--- src/rtl/shtrk_pkg.sv ---
`timescale 1ns/1ps
package shtrk_pkg;
   typedef enum logic [1:0] {
      PH_FREE  = 2'd0,
      PH_OFFER = 2'd1,
      PH_EXCH  = 2'd2,
      PH_DONE  = 2'd3
   } phase_e;
endpackage

--- src/rtl/shtrk_slot.sv ---
`timescale 1ns/1ps
// One tracked request: phase and recorded go-ahead bit.
module shtrk_slot
   import shtrk_pkg::*;
(
   input  logic   clk,
   input  logic   rst,
   input  logic   alloc_hit,
   input  logic   kill,
   input  logic   tgt_rdy,
   input  logic   go,
   input  logic   grant_hit,
   input  logic   retire_hit,
   output phase_e phase_o,
   output logic   go_o
);
   phase_e phase_q;
   logic   go_q;

   always_ff @(posedge clk) begin
      if (rst) begin
         phase_q <= PH_FREE;
         go_q    <= 1'b0;
      end else if (alloc_hit) begin
         // the allocation target is free or being flushed this cycle
         phase_q <= PH_OFFER;
         go_q    <= 1'b0;
      end else if (kill) begin
         phase_q <= PH_FREE;
         go_q    <= 1'b0;
      end else begin
         unique case (phase_q)
            PH_FREE: begin
               phase_q <= PH_FREE;
            end
            PH_OFFER: begin
               if (go)      go_q    <= 1'b1;
               if (tgt_rdy) phase_q <= PH_EXCH;
            end
            PH_EXCH: begin
               if (go)        go_q    <= 1'b1;
               if (grant_hit) phase_q <= PH_DONE;
            end
            PH_DONE: begin
               if (retire_hit) begin
                  phase_q <= PH_FREE;
                  go_q    <= 1'b0;
               end
            end
            default: phase_q <= PH_FREE;
         endcase
      end
   end

   assign phase_o = phase_q;
   assign go_o    = go_q;
endmodule

--- src/rtl/shtrk_killnet.sv ---
`timescale 1ns/1ps
// Finds the oldest eligible cancel and flushes it with all younger slots.
module shtrk_killnet #(
   parameter int N_SLOTS = 8,
   localparam int IW = $clog2(N_SLOTS),
   localparam int CW = IW + 1
) (
   input  logic [IW-1:0]      head,
   input  logic [N_SLOTS-1:0] live,
   input  logic [N_SLOTS-1:0] req,
   output logic [N_SLOTS-1:0] kill,
   output logic               kill_any,
   output logic [CW-1:0]      kill_base
);
   localparam logic [CW-1:0] NONE = CW'(N_SLOTS);

   logic [IW-1:0] age [N_SLOTS];

   for (genvar g = 0; g < N_SLOTS; g++) begin : g_age
      assign age[g] = IW'(g) - head;
   end

   always_comb begin
      kill_base = NONE;
      for (int i = 0; i < N_SLOTS; i++) begin
         if (req[i] && ({1'b0, age[i]} < kill_base)) kill_base = {1'b0, age[i]};
      end
      kill_any = (kill_base != NONE);
      for (int i = 0; i < N_SLOTS; i++) begin
         kill[i] = kill_any && live[i] && ({1'b0, age[i]} >= kill_base);
      end
   end
endmodule

--- src/rtl/shtrk_ptr.sv ---
`timescale 1ns/1ps
// Oldest-slot pointer and live count; derives the allocation index.
module shtrk_ptr #(
   parameter int N_SLOTS = 8,
   localparam int IW = $clog2(N_SLOTS),
   localparam int CW = IW + 1
) (
   input  logic          clk,
   input  logic          rst,
   input  logic          alloc_valid,
   input  logic          retire,
   input  logic          kill_any,
   input  logic [CW-1:0] kill_base,
   output logic [IW-1:0] head,
   output logic          alloc_ready,
   output logic          alloc_fire,
   output logic [IW-1:0] alloc_slot
);
   localparam logic [CW-1:0] FULL = CW'(N_SLOTS);

   logic [IW-1:0] head_q;
   logic [CW-1:0] count_q;
   logic [CW-1:0] base;

   assign base        = kill_any ? kill_base : count_q;
   assign alloc_ready = (count_q != FULL);
   assign alloc_fire  = alloc_valid && alloc_ready;
   assign alloc_slot  = head_q + base[IW-1:0];

   always_ff @(posedge clk) begin
      if (rst) begin
         head_q  <= '0;
         count_q <= '0;
      end else begin
         head_q  <= head_q + IW'(retire);
         count_q <= base - CW'(retire) + CW'(alloc_fire);
      end
   end

   assign head = head_q;
endmodule

--- src/rtl/spec_shadow_tracker.sv ---
`timescale 1ns/1ps
// Ordered tracker of speculative memory requests with per-slot shadows.
module spec_shadow_tracker
   import shtrk_pkg::*;
#(
   parameter int N_SLOTS = 8,
   localparam int IW = $clog2(N_SLOTS)
) (
   input  logic               clk,
   input  logic               rst,
   input  logic               alloc_valid,
   output logic               alloc_ready,
   output logic [IW-1:0]      alloc_slot,
   input  logic [N_SLOTS-1:0] tgt_ready,
   input  logic [N_SLOTS-1:0] go_ahead,
   input  logic [N_SLOTS-1:0] cancel,
   input  logic               cmpl_ack,
   output logic               grant_valid,
   output logic [IW-1:0]      grant_slot,
   output logic [N_SLOTS-1:0] shadow,
   output logic [N_SLOTS-1:0] slot_live
);
   localparam int CW = IW + 1;

   initial begin
      assert (N_SLOTS >= 2 && (N_SLOTS & (N_SLOTS - 1)) == 0)
         else $error("N_SLOTS must be a power of two and at least 2");
   end

   phase_e             phase [N_SLOTS];
   logic [N_SLOTS-1:0] go_q;
   logic [N_SLOTS-1:0] live;
   logic [N_SLOTS-1:0] grant_hit;
   logic [N_SLOTS-1:0] retire_hit;
   logic [N_SLOTS-1:0] alloc_hit;
   logic [N_SLOTS-1:0] cancel_eff;
   logic [N_SLOTS-1:0] kill;
   logic               kill_any;
   logic [CW-1:0]      kill_base;
   logic [IW-1:0]      head;
   logic               alloc_fire;
   logic               retire;

   assign grant_valid = (phase[head] == PH_EXCH) && go_q[head];
   assign grant_slot  = head;
   assign retire      = (phase[head] == PH_DONE) && cmpl_ack;

   for (genvar g = 0; g < N_SLOTS; g++) begin : g_slot
      assign live[g]       = (phase[g] != PH_FREE);
      assign grant_hit[g]  = grant_valid && (head == IW'(g));
      assign retire_hit[g] = retire && (head == IW'(g));
      assign alloc_hit[g]  = alloc_fire && (alloc_slot == IW'(g));
      // committed or being committed slots are immune to cancel
      assign cancel_eff[g] = cancel[g] && live[g] && (phase[g] != PH_DONE) && !grant_hit[g];
      assign shadow[g]     = live[g] && !((head == IW'(g)) && go_q[g]);

      shtrk_slot u_slot (
         .clk        (clk),
         .rst        (rst),
         .alloc_hit  (alloc_hit[g]),
         .kill       (kill[g]),
         .tgt_rdy    (tgt_ready[g]),
         .go         (go_ahead[g]),
         .grant_hit  (grant_hit[g]),
         .retire_hit (retire_hit[g]),
         .phase_o    (phase[g]),
         .go_o       (go_q[g])
      );
   end

   shtrk_killnet #(.N_SLOTS(N_SLOTS)) u_kill (
      .head      (head),
      .live      (live),
      .req       (cancel_eff),
      .kill      (kill),
      .kill_any  (kill_any),
      .kill_base (kill_base)
   );

   shtrk_ptr #(.N_SLOTS(N_SLOTS)) u_ptr (
      .clk         (clk),
      .rst         (rst),
      .alloc_valid (alloc_valid),
      .retire      (retire),
      .kill_any    (kill_any),
      .kill_base   (kill_base),
      .head        (head),
      .alloc_ready (alloc_ready),
      .alloc_fire  (alloc_fire),
      .alloc_slot  (alloc_slot)
   );

   assign slot_live = live;
endmodule

--- config.mk ---
export PLATFORM = sky130hd
export DESIGN_NAME = spec_shadow_tracker
export DESIGN_NICKNAME = d
export VERILOG_FILES = /design/src/rtl/shtrk_pkg.sv /design/src/rtl/shtrk_slot.sv /design/src/rtl/shtrk_killnet.sv /design/src/rtl/shtrk_ptr.sv /design/src/rtl/spec_shadow_tracker.sv
export SDC_FILE = /design/constraint.sdc
export NUM_CORES = 1
export LEC_CHECK = 0
export ABC_CLOCK_PERIOD_IN_PS = 34800
export BUFFER_PORTS_ARGS = -buffer_cell sky130_fd_sc_hd__buf_2
export CAP_MARGIN = 25
export CORE_MARGIN = 4
export CORE_UTILIZATION = 55
export DETAILED_ROUTE_END_ITERATION = 12
export PLACE_DENSITY_LB_ADDON = 0.3
export REMOVE_ABC_BUFFERS = 1
export SLEW_MARGIN = 20
export SYNTH_ARGS = -nofsm -noshare
export SYNTH_HDL_FRONTEND = slang
export SYNTH_SLANG_ARGS = --single-unit
export TNS_END_PERCENT = 50
--- constraint.sdc ---
create_clock -name clk -period 34.8 [get_ports clk]
set_clock_uncertainty 0.1 [all_clocks]
set_input_delay 3.48 -clock clk [delete_from_list [all_inputs] [get_ports clk]]
set_output_delay 3.48 -clock clk [all_outputs]
set_load 0.03 [all_outputs]
# Word level (Yosys, flattened, before mapping)
# Cells that the tools add are included.
# totals
reg_bits,31
wordCells,420
# op_classes
order_cmp,17
n_eq_ne,106
bitwise_logic,1
n_reduce_logical,172
n_addsub,12
muxes,86
# ops
operator,count
1-bit logical AND,90
3-bit AND reduction,24
"4-bit by 1-bit inequality test with 1-bit output, second input constant",16
2-bit case mux with 4 select lines,8
2-bit two-way mux,26
"2-bit by 1-bit inequality test with 1-bit output, second input constant",24
"2-bit == test, second input constant",18
4-bit two-way mux,9
1-bit two-way mux,33
3-bit by 4-bit >= comparator with 1-bit output,8
"2-bit inequality test, second input constant",16
"4-bit by 2-bit inequality test with 1-bit output, second input constant",8
2-bit nonzero test,16
3-bit by 4-bit less-than comparator with 1-bit output,7
"3-bit == test, second input constant",8
3-bit OR reduction,8
"2-bit by 1-bit == test with 1-bit output, second input constant",8
1-bit zero test,16
2-bit zero test,8
1-bit case mux with 2 select lines,8
2-bit OR reduction,8
"3-bit by 2-bit == test with 1-bit output, second input constant",4
"3-bit subtractor, first input constant",4
"4-bit inequality test, second input constant",2
13 further kinds,17

# Logic depth before layout (Yosys ltp)
# logic_depth
word_depth,38
depth_mapped,63
ltp_nobuf,62

# Modules after synthesis
# From an unflattened synthesis, not the netlist that was laid out.
# hier_totals
cells_unflattened,559
area_unflattened_um2,4626.9
# by_module_without_submodules
mod,cells_each,area_each_um2,seq_area_each_um2,n_inst
shtrk_slot,24,230.2,60.1,8
shtrk_killnet,203,1496.4,0.0,1
spec_shadow_tracker,117,802.0,0.0,1
shtrk_ptr,47,486.7,140.1,1

# Worst setup path before layout
# OpenSTA, ideal clock, no wires.
# synth_path
path_kind,input to output
startpoint,in cancel[0]
endpoint,out alloc_slot[2]
slack_ps,17284
arrival_ps,13936
path_buffers,2
cell_stages,53
required_time_ps,31220
cell_sequence,and2_1 nand3_1 ha_1 a21boi_0 nor3_1 a211oi_1 a32oi_1 ha_1 nand2_1 o21a_1 or3_4 and3_1 mux2_2 ha_1 a211oi_1 nand2_1 o2bb2ai_2 a21oi_1 (+17 left out) o311a_1 a21o_1 a211oi_1 nor2_1 ha_1 o21ai_0 nand2b_1 a21oi_1 a211o_1 o21ai_0 o21ai_0 nand2_1 inv_1 fa_1 buf_2 xnor2_2 inv_2 buf_6
# synth_via
elab_chain_cells,28
# synth_rtl
item,line,text
from (decl),spec_shadow_tracker.sv:16,"input logic [N_SLOTS-1:0] cancel,"
1-bit logical AND * (3 in series),spec_shadow_tracker.sv:54,assign cancel_eff[g] = cancel[g] && live[g] && (phase[g] != PH_DONE) && !grant_hit[g];
4-bit two-way mux *,shtrk_killnet.sv:26,"if (req[i] && ({1'b0, age[i]} < kill_base)) kill_base = {1'b0, age[i]};"
3-bit by 4-bit less-than comparator with 1-bit output,shtrk_killnet.sv:26,
1-bit logical AND,shtrk_killnet.sv:26,
4-bit two-way mux *,shtrk_killnet.sv:26,
3-bit by 4-bit less-than comparator with 1-bit output,shtrk_killnet.sv:26,
1-bit logical AND,shtrk_killnet.sv:26,
4-bit two-way mux *,shtrk_killnet.sv:26,
(+10 left out),--,
1-bit logical AND,shtrk_killnet.sv:26,
4-bit two-way mux *,shtrk_killnet.sv:26,
3-bit by 4-bit less-than comparator with 1-bit output,shtrk_killnet.sv:26,
1-bit logical AND,shtrk_killnet.sv:26,
4-bit two-way mux *,shtrk_killnet.sv:26,
4-bit inequality test,shtrk_killnet.sv:28,kill_any = (kill_base != NONE);
4-bit two-way mux *,shtrk_ptr.sv:25,assign base = kill_any ? kill_base : count_q;
3-bit adder *,shtrk_ptr.sv:28,assign alloc_slot = head_q + base[IW-1:0];
to (decl),spec_shadow_tracker.sv:13,"output logic [IW-1:0] alloc_slot,"
# Mark *: on every way between the ends. The rest lies on a longest branch, timed or not.

# Worst setup path after layout
# Same ends and word-level chain as after synthesis.

==> metrics.md <==
| Metric | Value |
|---|---|
| Total number of yosys warnings | 0 |
| Total global routing overflow | 0 |
| CP Data Arrival Time | around 16000 ps |
| Worst setup path category | primary input to primary output |
| Antenna viol nets, final | 0 |
| Fin cells | 686 |
| CTS H-tree lvls | 2 |
| Data required time of the critical path | 31220 ps |
| Die width | 96.6 um |
| Root buffer cell | clkbuf_8 |
| FMAX | around 50 MHz |
| TritonCTS Buffers | 5 |
| Ranking of synthesized cells by area | ha_1 22%, dfxtp_1 14%, a21oi_1 5.3% |
| Largest net degree at the start of global routing | 34 |
| Max VDD drop | 67.1 uV |
| Top cell by count, worst path | ha_1 |
| Std cell rows | 32 |
| Port Buffer Count | 51 |
| Area Overhead vs Synth | 9.56% |
| Clock sink total | 31 |
| Skew-Pair Late Insertion Delay | around 290 ps |
| Cts repair resizes | 0 |
| # diodes | 0 |
| Synthesized area per cell | 8.06 um^2 |
| CTS tree | yes |
| Placed Cells | 678 |
| Post-CTS Repair Setup Buffers | 0 |
| Tmin final | 19880 ps |
| Initial core utilization | 56.2% |
| DP Wirelength | 10100 um |
| CTS hold repair buffers | 0 |
| Core area | around 7700 um^2 |
| Overall power | roughly 460 uW |
| Number of synthesized flops with an enable pin | 0 |
| Sequential area share after synthesis | about 14% |
| Synth top area share | a little over a fifth |
| Fraction of registers with async set or reset after synthesis | 0% |
| Vias per std cell | between 6 and 7 |
| Antenna violations before repair | 0 |
| Final Core Density | about three fifths |
| Placed Area | about 4600 um^2 |
| Top_reg_cell synth | dfxtp_1 |
| Number of synthesized register bits | 31 |
| Area leader, netlist | ha_1 |
| CP Launch Type | primary input |
| Initial drt markers | 297 |
| Slowest-stage cell, CP | xnor2_2 |
| Fillers | approximately 700 |
| Setup TNS | 0 ps |
| Final setup violation count | 0 |
| Total Routing Usage GR | 26.6% |
| Die height | roughly 97 um |
| Setup repair after global routing missed its margin | no |
| # DRC | 0 |
| Outcome | finished clean |
| Number of distinct library cells after synthesis | 75 |
| First-pass GRT wire length | between 20000 and 25000 um |
| Drt first pass iters | 5 |
| Vias in the first global route | ~4200 |
| Via count | between 4000 and 5000 |
| Final non-filler cell area | approximately 4700 um^2 |
| Final slew viol count | 0 |
| Layout Nets | 688 |
| Worst hold-check path type | flip-flop to flip-flop |
| Share of layout cells above drive strength 1 | between 10% and 20% |
| Worst slew pin tran | 873 ps |
| Rel. slew slack | 41.7% |
| Crit share post-route | 57.1% |
| Pwr dens | roughly 97 nW/um^2 |
| Routed len/inst | 19.0 um |
| DRT Wirelength | 13000 um |
| CP Capture Type | primary output |
| Max-cap violations | 0 |
| Reg clk slew, reported paths | 70 ps |
| Synthesized cell area | about 4300 um^2 |
| Ports | 52 |
| Largest stage delay on the critical path | between 500 and 600 ps |
| Routability-driven placement congestion ratio | 0.959 |
| Post-Synthesis Cells | 536 |
| Leakage | 2.09 nW |
| Crit path max fanout | 13 |
| Die Area | 9330 um^2 |
| Fin. Hold Viols | 0 |
| CTS Buffer Depth | 2 |
area by class of cell:
| cell class | instances | area, um^2 | share of cell area, % |
|---|---|---|---|
| multi-input cells | 439 | 3420 | 72.4 |
| flip-flops and latches | 31 | 621 | 13.1 |
| repair buffers | 54 | 278 | 5.87 |
| inverters | 52 | 195 | 4.13 |
| well taps | 102 | 128 | 2.70 |
| clock buffers | 6 | 72.6 | 1.53 |
| clock inverters | 2 | 12.5 | 0.264 |
synthesized netlist by cell type (3+ instances only):
cell type	number
o211ai_1	3
nand3_1	18
o31ai_1	8
clkbuf_1	8
a221oi_1	4
nor2b_1	9
mux2_2	11
nor2_1	38
nand2b_1	6
a21o_1	9
xnor2_1	5
mux2i_1	13
a221o_1	3
a211o_1	4
and2_1	5
dfxtp_1	31
or3_1	3
mux4_2	5
o32ai_1	4
o22ai_1	6
ha_1	75
or2_2	6
nand4_1	4
a31oi_1	6
buf_6	3
a211oi_1	12
a32oi_1	3
nor3_1	8
a22oi_1	7
nand2_1	44
inv_2	3
a22o_1	6
inv_1	49
a21oi_1	46
and3_1	4
o21ai_0	15
o21a_1	4
registers in the layout, indices dropped and copies added, names as in the netlist:
| name | flops |
|---|---|
| g_slot.u_slot.go_o | 8 |
| u_ptr.count_q | 4 |
| g_slot.u_slot.phase_o | 16 |
| u_ptr.head | 3 |
worst max-delay path: cells and delay by family:
family / cells / cell delay (ps)
simple gates: 12 / 1930
buf+inv: 5 / 780
xor+xnor: 1 / 590
compound gates: 25 / 6280
fa+ha+maj: 8 / 2620
mux: 2 / 600
per-stage QoR:
stage / worst slack, ps / hold WS (ps)
CTS: 15110 / 482
finish: 14920 / 488
floorplan: 17080 / 410
detailed placement: 15180 / 473
global route: 13850 / 507
global placement: 15750 / 458
logic make-up (layout without fill, tap and decap cells):
kind of cell               Yosys count  count (layout)  synth area share (%)
AOI/OAI and AO/OA                  164             164                  26.6
xor gates and xnor gates             6               6                  1.39
adders and majority gates           77              77                  22.7
buffers and inverters               66             114                  6.32
DFF                                 31              31                  14.4
muxes                               32              32                  9.97
and+or+nand+nor                    160             160                  18.7
metal layers:
metal	routed length (um)	GRT usage, %	up-vias
met5	0	0	-
met4	405	10.6	0
met3	926	4.83	45
met2	6170	44.7	177
met1	5510	33.6	2073
li1	-	-	2079
worst paths after layout:
kind                               start                           to  slack [ps]  cells after the start
max                            cancel[0]                alloc_slot[2]       14920                     53
min          g_slot[7].u_slot.phase_o[1]  g_slot[7].u_slot.phase_o[1]         490                      2
max reg2reg                u_ptr.head[1]  g_slot[5].u_slot.phase_o[0]       19460                     60
min reg2reg  g_slot[7].u_slot.phase_o[1]  g_slot[7].u_slot.phase_o[1]         490                      2
power by group:
group | internal, mW | switching, mW | total, mW
Sequential | 0.0467 | 0.0126 | 0.0592
Combinational | 0.138 | 0.231 | 0.369
Clock | 0.0140 | 0.0146 | 0.0286
Total | 0.199 | 0.259 | 0.457
cells in the final DEF, fill, tap and decap left out, types with 5 or more instances in the layout:
cell,count
mux2i_1,13
dfxtp_1,31
nor2_1,38
xnor2_1,5
nand2_1,44
a31oi_1,6
o31ai_1,8
a21oi_1,46
buf_2,51
nor2b_1,9
a21o_1,9
and2_1,5
o22ai_1,6
a211oi_1,12
inv_1,49
a22oi_1,7
clkbuf_8,5
a22o_1,6
mux4_2,5
mux2_2,11
nand2b_1,6
o21ai_0,15
nand3_1,18
nor3_1,8
or2_2,6
ha_1,75
(Power assumes the default switching activity.)
